[src/rtl/chroute_pkg.sv]
package chroute_pkg;

    localparam int ATT_W       = 8;
    localparam int GAIN_W      = 17;
    localparam int GAIN_FRAC   = 15;
    localparam int STEPS_OCT   = 12;
    localparam int ATT_MAX     = (1 << ATT_W) - 1;

    typedef enum logic [1:0] {
        SRC_ZERO  = 2'b00,
        SRC_RIGHT = 2'b01,
        SRC_LEFT  = 2'b10,
        SRC_MID   = 2'b11
    } src_sel_e;

    // gain of a fractional step within one 6 dB span, Q2.15
    function automatic logic [GAIN_W-1:0] step_gain(input logic [3:0] idx);
        logic [GAIN_W-1:0] g;
        case (idx)
            4'd0:    g = 17'd32768;
            4'd1:    g = 17'd30935;
            4'd2:    g = 17'd29205;
            4'd3:    g = 17'd27571;
            4'd4:    g = 17'd26029;
            4'd5:    g = 17'd24573;
            4'd6:    g = 17'd23198;
            4'd7:    g = 17'd21900;
            4'd8:    g = 17'd20675;
            4'd9:    g = 17'd19519;
            4'd10:   g = 17'd18427;
            4'd11:   g = 17'd17396;
            default: g = '0;
        endcase
        return g;
    endfunction

    function automatic logic [GAIN_W-1:0] code_to_gain(input logic [ATT_W-1:0] code);
        int k;
        logic [GAIN_W-1:0] g;
        if (code == '0) begin
            g = '0;
        end else begin
            k = ATT_MAX - int'(code);
            g = step_gain(4'(k % STEPS_OCT)) >> (k / STEPS_OCT);
        end
        return g;
    endfunction

endpackage

[src/rtl/chroute_mid.sv]
module chroute_mid #(
    parameter int DATA_W = 24
) (
    input  logic signed [DATA_W-1:0] left_i,
    input  logic signed [DATA_W-1:0] right_i,
    output logic signed [DATA_W-1:0] mid_o
);
    localparam int SUM_W = DATA_W + 1;

    logic signed [SUM_W-1:0] sum;
    logic unused_lsb;

    assign sum        = {left_i[DATA_W-1], left_i} + {right_i[DATA_W-1], right_i};
    assign mid_o      = sum[SUM_W-1:1];
    assign unused_lsb = sum[0];
endmodule

[src/rtl/chroute_src_sel.sv]
module chroute_src_sel
    import chroute_pkg::*;
#(
    parameter int DATA_W = 24
) (
    input  src_sel_e                 sel_i,
    input  logic signed [DATA_W-1:0] left_i,
    input  logic signed [DATA_W-1:0] right_i,
    input  logic signed [DATA_W-1:0] mid_i,
    output logic signed [DATA_W-1:0] sample_o
);
    always_comb begin
        unique case (sel_i)
            SRC_ZERO:  sample_o = '0;
            SRC_RIGHT: sample_o = right_i;
            SRC_LEFT:  sample_o = left_i;
            SRC_MID:   sample_o = mid_i;
            default:   sample_o = '0;
        endcase
    end
endmodule

[src/rtl/chroute_atten.sv]
module chroute_atten
    import chroute_pkg::*;
#(
    parameter int DATA_W = 24
) (
    input  logic signed [DATA_W-1:0] sample_i,
    input  logic [ATT_W-1:0]         code_i,
    output logic signed [DATA_W-1:0] sample_o
);
    localparam int PROD_W = DATA_W + GAIN_W + 1;

    logic [GAIN_W-1:0]        gain;
    logic signed [GAIN_W:0]   gain_s;
    logic signed [PROD_W-1:0] prod;
    logic unused_bits;

    assign gain        = code_to_gain(code_i);
    assign gain_s      = $signed({1'b0, gain});
    assign prod        = PROD_W'(sample_i) * PROD_W'(gain_s);
    assign sample_o    = prod[GAIN_FRAC +: DATA_W];
    assign unused_bits = ^{prod[PROD_W-1:GAIN_FRAC+DATA_W], prod[GAIN_FRAC-1:0]};
endmodule

[src/rtl/chroute_top.sv]
module chroute_top
    import chroute_pkg::*;
#(
    parameter int DATA_W = 24
) (
    input  logic                     clk,
    input  logic                     rst,
    input  logic                     in_valid,
    input  logic signed [DATA_W-1:0] in_left,
    input  logic signed [DATA_W-1:0] in_right,
    input  logic [3:0]               fmt,
    input  logic                     att_link,
    input  logic [ATT_W-1:0]         att_left,
    input  logic [ATT_W-1:0]         att_right,
    output logic                     out_valid,
    output logic signed [DATA_W-1:0] out_left,
    output logic signed [DATA_W-1:0] out_right
);
    localparam int NCH = 2;

    logic signed [DATA_W-1:0] mid;
    src_sel_e                 sel    [NCH];
    logic [ATT_W-1:0]         code   [NCH];
    logic signed [DATA_W-1:0] routed [NCH];
    logic signed [DATA_W-1:0] scaled [NCH];
    logic signed [DATA_W-1:0] q      [NCH];
    logic                     vld_q;

    chroute_mid #(.DATA_W(DATA_W)) u_mid (
        .left_i  (in_left),
        .right_i (in_right),
        .mid_o   (mid)
    );

    assign sel[0]  = src_sel_e'(fmt[3:2]);
    assign sel[1]  = src_sel_e'(fmt[1:0]);
    assign code[0] = att_left;
    assign code[1] = att_link ? att_left : att_right;

    for (genvar ch = 0; ch < NCH; ch++) begin : g_chan
        chroute_src_sel #(.DATA_W(DATA_W)) u_sel (
            .sel_i    (sel[ch]),
            .left_i   (in_left),
            .right_i  (in_right),
            .mid_i    (mid),
            .sample_o (routed[ch])
        );

        chroute_atten #(.DATA_W(DATA_W)) u_att (
            .sample_i (routed[ch]),
            .code_i   (code[ch]),
            .sample_o (scaled[ch])
        );

        always_ff @(posedge clk) begin
            if (rst) begin
                q[ch] <= '0;
            end else if (in_valid) begin
                q[ch] <= scaled[ch];
            end
        end
    end

    always_ff @(posedge clk) begin
        if (rst) vld_q <= 1'b0;
        else     vld_q <= in_valid;
    end

    assign out_valid = vld_q;
    assign out_left  = q[0];
    assign out_right = q[1];
endmodule

[config.mk]
export PLATFORM = sky130hd
export DESIGN_NAME = chroute_top
export DESIGN_NICKNAME = d
export VERILOG_FILES = /design/src/rtl/chroute_pkg.sv /design/src/rtl/chroute_mid.sv /design/src/rtl/chroute_src_sel.sv /design/src/rtl/chroute_atten.sv /design/src/rtl/chroute_top.sv
export SDC_FILE = /design/constraint.sdc
export NUM_CORES = 2
export LEC_CHECK = 0
export BUFFER_PORTS_ARGS = -buffer_cell sky130_fd_sc_hd__buf_2
export CORE_MARGIN = 8
export CORE_UTILIZATION = 40
export DETAILED_ROUTE_END_ITERATION = 16
export SLEW_MARGIN = 10
export SYNTH_ARGS = -nofsm -noshare
export SYNTH_HDL_FRONTEND = slang
export SYNTH_SLANG_ARGS = --single-unit
[constraint.sdc]
create_clock -name clk -period 14 [get_ports clk]
set_input_delay 1.4 -clock clk [delete_from_list [all_inputs] [get_ports clk]]
set_output_delay 1.4 -clock clk [all_outputs]
set_load 0.005 [all_outputs]
=== Yosys cells after proc, flatten, opt, wreduce, memory -nomap -nowiden ===
Memory sizes are Yosys's and may differ from the RTL's.
Index checks and enable logic that the tools add are counted.

* Add/subtract/negate cells: 3
* Multiply operators: 2
* Div/mod/pow operators: 4
* Magnitude comparators: 0
* Eq/ne operators: 6
* Shift-type cells: 2
* Mux-type cells: 14
* Bitwise logic cells: 2
* Reductions and logical operators: 4

{| class="wikitable"
|+ Operators by type and width
! operator !! count
|-
| $pmux 24 s4 || 2
|-
| $mul 24x18->39 || 2
|-
| $mux 17 || 4
|-
| $div 32x5->32 const B || 2
|-
| $mod 32x5->32 const B || 2
|-
| $shr 17x32->17 || 2
|-
| $mux 24 || 2
|-
| $add 24x24->25 || 1
|-
| $sub 8x8->9 const A || 2
|-
| $logic_not 8->1 || 2
|-
| $eq 2x2->1 const B || 4
|-
| $mux 8 || 1
|-
| $mux 1 || 5
|-
| $eq 2x1->1 const B || 2
|-
| $logic_not 2->1 || 2
|-
| $or 1x1->1 || 2
|}

* Bits in registers: 1
* Bits in latches: 0
* Memory bits (writable): 48
* Bits in read-only memories: 512
* Bits of input ports: 72
* Output and inout bits: 49
* Memories: 3

{| class="wikitable"
|+ Memory list
! memory !! words !! bits a word !! rd ports !! clocked after Yosys merged registers in !! wr ports !! RTL line !! text
|-
| (name not given) || 16 || 16 || 1 || 0 || 0 || chroute_pkg.sv:19 || <nowiki>case (idx)</nowiki>
|-
| (name not given) || 16 || 16 || 1 || 0 || 0 || chroute_pkg.sv:19 ||
|-
| q || 2 || 24 || 2 || 0 || 2 || chroute_top.sv:26 || <nowiki>logic signed [DATA_W-1:0] q [NCH];</nowiki>
|}

=== Longest topological paths before layout ===
An unclocked memory read counts as a cell.

* Depth after elaboration: 9
* Depth in mapped cells: 52

=== Cells and area by module ===
A second synthesis with hierarchy kept.

* Cells, all modules: 3949
* Area, all modules: 34411.8 um^2

{| class="wikitable"
|+ Modules (own cells, without submodules)
! module !! times used !! cells each !! area an instance (um^2) !! seq. area each (um^2)
|-
| chroute_atten (g_chan[1].u_att) || 1 || 1795 || 15083.2 || 0.0
|-
| chroute_atten (g_chan[0].u_att) || 1 || 1770 || 14787.9 || 0.0
|-
| chroute_top || 1 || 118 || 2077.0 || 1461.4
|-
| chroute_src_sel || 2 || 58 || 666.9 || 0.0
|-
| chroute_mid || 1 || 150 || 1129.8 || 0.0
|}

=== Least setup slack after synthesis ===
OpenSTA, ideal clock, no wires.

* Kind: input to register
* Start point: input port att_link
* End point: memory q[1][16], data pin
* Setup time: 0.266 ns
* Arrival time: 11.505 ns
* Path slack: 2.229 ns
* Cell stages on the path: 47
* Cell sequence: buf_6 buf_6 mux2i_1 ha_1 nor2_1 o22a_1 nand3_1 a32oi_1 o31ai_4 nor2_4 inv_2 buf_2 ha_1 a211oi_1 nand3_1 a21o_1 buf_4 buf_2 [... 11 more ...] fa_1 inv_1 fa_1 fa_1 fa_1 inv_1 ha_1 a21o_1 a221oi_1 a211oi_1 a21o_1 or2_2 o21ai_0 a21boi_0 a31o_2 a21oi_1 xor2_1 nor2_1

{| class="wikitable"
|+ RTL lines
! item !! RTL line !! text
|-
| from (decl) || chroute_top.sv:12 || <nowiki>input logic att_link,</nowiki>
|-
| to (decl) || chroute_top.sv:26 ||
|}

==> impl_metrics.py <==
metrics = {
    "routing": {
        "route.antenna.remaining_nets": 0,
        "drt_first_iter_violations": 2015,
        "drt_wl_total_um": 101000,
        "drt_pre_antenna_iters": 6,
        "route.detailed.vias_per_inst": 5.37,
        "routed-via-count": 27043,
        "drcViolationCount": 0,
        "routed_wire_length_per_instance_um": 20.1,
    },
    "global_routing": {
        "track_usage_pct": 22.2,
        "globalRouteMet2Util_pct": 38.1,
        "grt_pass1_vias": 28819,
        "grt_antenna_before_repair": 3,
        "grt_util_met1_pct": 27.9,
        "grt_start_max_net_pins": 49,
        "use_met3_pct": 3.74,
        "grt_pass1_wl_um": 163000,
        "grt_most_used_layer": "met2",
        "grt.overflow.total": 0,
    },
    "floorplan": {
        "dieHeight_um": 304,
        "die_width_um": 304,
        "fp-row-count": 105,
        "design.die.area_um2": 92500,
        "boundary_pins": 121,
        "initial_util_pct": 40.4,
        "floorplan.core_area_um2": 82100,
    },
    "timing": {
        "achievable-frequency_mhz": 76.3,
        "grt_setup_unrepaired": "false",
        "final_max_slew_viol_count": 0,
        "post-route-min-period_ns": 13.11,
        "slew_headroom_pct": 22.8,
        "finalSetupViolations": 0,
        "fin_crit_sh_pct": 93.6,
        "tightestPinTransition_ns": 1.16,
        "hold_viol_final": 0,
        "timing.setup.tns_ns": 0,
    },
    "clock_network": {
        "cts_buffers": 5,
        "post_cts_hold_buffer_count": 0,
        "clkSlewWorstSetupHoldPaths_ns": 0.09,
        "tritoncts": "built",
        "htree_levels": 2,
        "cts.sink_count": 49,
        "clock_root_buffer": "sky130_fd_sc_hd__clkbuf_16",
        "cts.path.max_buffers": 2,
    },
    "setup_path": {
        "maximum_fanout_count_along_the_critical_path": 21,
        "worst_ep_required_time_ns": 14.09,
        "crit_path_start_kind": "input pin",
        "timing.critical_path.mode_cell": "sky130_fd_sc_hd__fa_1",
        "criticalPathCategory": "in2reg",
        "end_kind": "flip-flop",
        "slowest_library_cell_on_the_worst_path": "sky130_fd_sc_hd__fa_1",
        "critical_path.max_stage_delay_ns": 0.55,
        "worstPathArrival_ns": 13.20,
    },
    "logic_synthesis": {
        "ys_seq_area_share_pct": 4.40,
        "ys_warn_count": 0,
        "synth_edf_count": 48,
        "post-synth-top-area-cell": "sky130_fd_sc_hd__fa_1",
        "synth.ff_latch_count": 49,
        "syn_area_per_cell_um2": 8.48,
        "portion_of_synthesized_cell_area_occupied_by_the_leading_cell_type_pct": 43.2,
        "postSynth.asyncResetShare_pct": 0,
        "post_synth_num_cell_types": 104,
        "post_synth_main_area_contributors": "sky130_fd_sc_hd__fa_1 43%, sky130_fd_sc_hd__inv_1 10%, sky130_fd_sc_hd__ha_1 8.4%",
        "ys_top_cells_by_count": "918 x sky130_fd_sc_hd__inv_1, 717 x sky130_fd_sc_hd__fa_1, 443 x sky130_fd_sc_hd__nand2_1",
        "synth_most_common_cell": "sky130_fd_sc_hd__inv_1",
        "mappedNetlistArea_um2": 33200,
        "synth_ff_type": "sky130_fd_sc_hd__edfxtp_1",
        "synth_fp_nets": 4929,
        "synthCells": 3916,
    },
    "min_path": {
        "hold_removal_path_class": "in2reg",
    },
    "pwr": {
        "power.clock.fraction_pct": 2.1,
        "total_switching_power_mw": 3.74,
        "totalPowerFinal_mw": 6.55,
        "power_switching_share_pct": 57.1,
        "proportion_of_power_drawn_by_flip_flops_and_latches_pct": 4.5,
        "power_per_cell_area_nw_per_um2": 186,
        "power_frac_comb_pct": 93.4,
        "ir_worst_vdd_mv": 0.137,
        "p_leak_nw": 17.8,
        "internal_power_mw": 2.81,
    },
    "finish": {
        "area_growth_pct": 6.10,
        "final_net_count": 4978,
        "post_route_cells_drive_above_1_share_pct": 8.07,
        "n_fill_cell": 8224,
    },
    "outcome": {
        "outcome": "complete, no violations",
    },
    "placement": {
        "place_congestion": 0.930,
        "place.port_buffers": 120,
        "detailed_placer_s_ending_hpwl_um": 84200,
    },
    "run": {
        "max-cap-violations": 0,
    },
}
==> placed cells by master (no fill, tap or decap), types with 17 or more instances in the layout <==
| cell | n |
|---|---|
| sky130_fd_sc_hd__nor2b_1 | 32 |
| sky130_fd_sc_hd__a22oi_1 | 27 |
| sky130_fd_sc_hd__mux2_2 | 29 |
| sky130_fd_sc_hd__nor3_1 | 72 |
| sky130_fd_sc_hd__or3_1 | 26 |
| sky130_fd_sc_hd__a211oi_1 | 17 |
| sky130_fd_sc_hd__inv_1 | 918 |
| sky130_fd_sc_hd__a22o_1 | 20 |
| sky130_fd_sc_hd__o21ai_1 | 20 |
| sky130_fd_sc_hd__and2_1 | 25 |
| sky130_fd_sc_hd__fa_1 | 717 |
| sky130_fd_sc_hd__o21ai_0 | 72 |
| sky130_fd_sc_hd__buf_2 | 120 |
| sky130_fd_sc_hd__mux2i_1 | 35 |
| sky130_fd_sc_hd__xor2_1 | 27 |
| sky130_fd_sc_hd__xnor2_1 | 61 |
| sky130_fd_sc_hd__nand3_1 | 48 |
| sky130_fd_sc_hd__a21o_1 | 31 |
| sky130_fd_sc_hd__a21oi_1 | 83 |
| sky130_fd_sc_hd__nand2_1 | 442 |
| sky130_fd_sc_hd__buf_4 | 94 |
| sky130_fd_sc_hd__nand2b_1 | 57 |
| sky130_fd_sc_hd__edfxtp_1 | 48 |
| sky130_fd_sc_hd__nor2_1 | 412 |
| sky130_fd_sc_hd__o21a_1 | 34 |
| sky130_fd_sc_hd__ha_1 | 224 |
==> kinds of logic after synthesis <==
| group | after synthesis | share of synthesized area [%] |
|---|---|---|
| AO/OA/AOI/OAI | 468 | 10.1 |
| XOR/XNOR | 88 | 2.32 |
| adder cells (fa/ha/maj) | 944 | 51.8 |
| buffers and inverters | 1094 | 12.9 |
| flip-flops | 49 | 4.40 |
| multiplexers | 69 | 2.31 |
| AND/OR/NAND/NOR | 1204 | 16.1 |
==> through the flow <==
stage,instance area [um^2],worst slack (ns),utilization (%),hold WS (ns),std cells
floorplan,33200,2.23,-,1.68,3916
global placement,35100,0.624,42.7,1.79,5028
detailed placement,35100,0.458,42.7,1.79,5028
CTS,35200,0.837,42.9,1.78,5036
global route,35200,0.00179,42.9,1.82,5036
finish,35200,0.892,42.9,1.77,5038
==> final timing paths <==
check	depth (start not counted)	end	slack, ns	start
worst min-delay path	4	q[0][17]	1.77	in_valid
worst max-delay path	45	q[1][23]	0.89	att_link
==> layer usage <==
layer  vias up  share of wire, %
met5         -             0.027
met3       249               7.6
met4         4               4.5
met1     13564                40
li1      12131                 -
met2      1095                48
==> sequential cells by signal (all words and copies together) (netlist names) <==
name,flops
q,48
out_valid,1
==> critical path: cells and delay by family <==
kind / cells / cell delay, ns
muxes: 3 / 0.65
adders and majority gates: 9 / 3.95
buffers and inverters: 8 / 1.35
and+or+nand+nor: 9 / 1.52
AOI/OAI and AO/OA: 15 / 4.15
xor gates and xnor gates: 1 / 0.15
==> power groups by stage <==
stage                     clock, mW  sequential (mW)  combinational [mW]
after detailed placement          0            0.297                6.16
after global placement            0            0.298                6.11
final                         0.139            0.293                6.12
after global routing          0.148            0.301                7.07
after CTS                     0.144            0.295                6.22
after floorplan                   0            0.308                4.57
==> layout make-up <==
class	count	area, um^2	area share, %
multi-input cells	2773	27500	78.1
clock buffers	5	125	0.355
diodes	2	5.00	0.0142
well taps	1070	1340	3.80
inverters	922	3460	9.83
flip-flops and latches	49	1460	4.15
repair buffers	214	1310	3.71
clock inverters	3	12.5	0.0355
==> timing repair <==
item,in CTS,in global routing
setup endpoints to repair,0,1
setup buffers,0,0
gates resized for setup,0,4
Power figures use the tool's default switching activity.
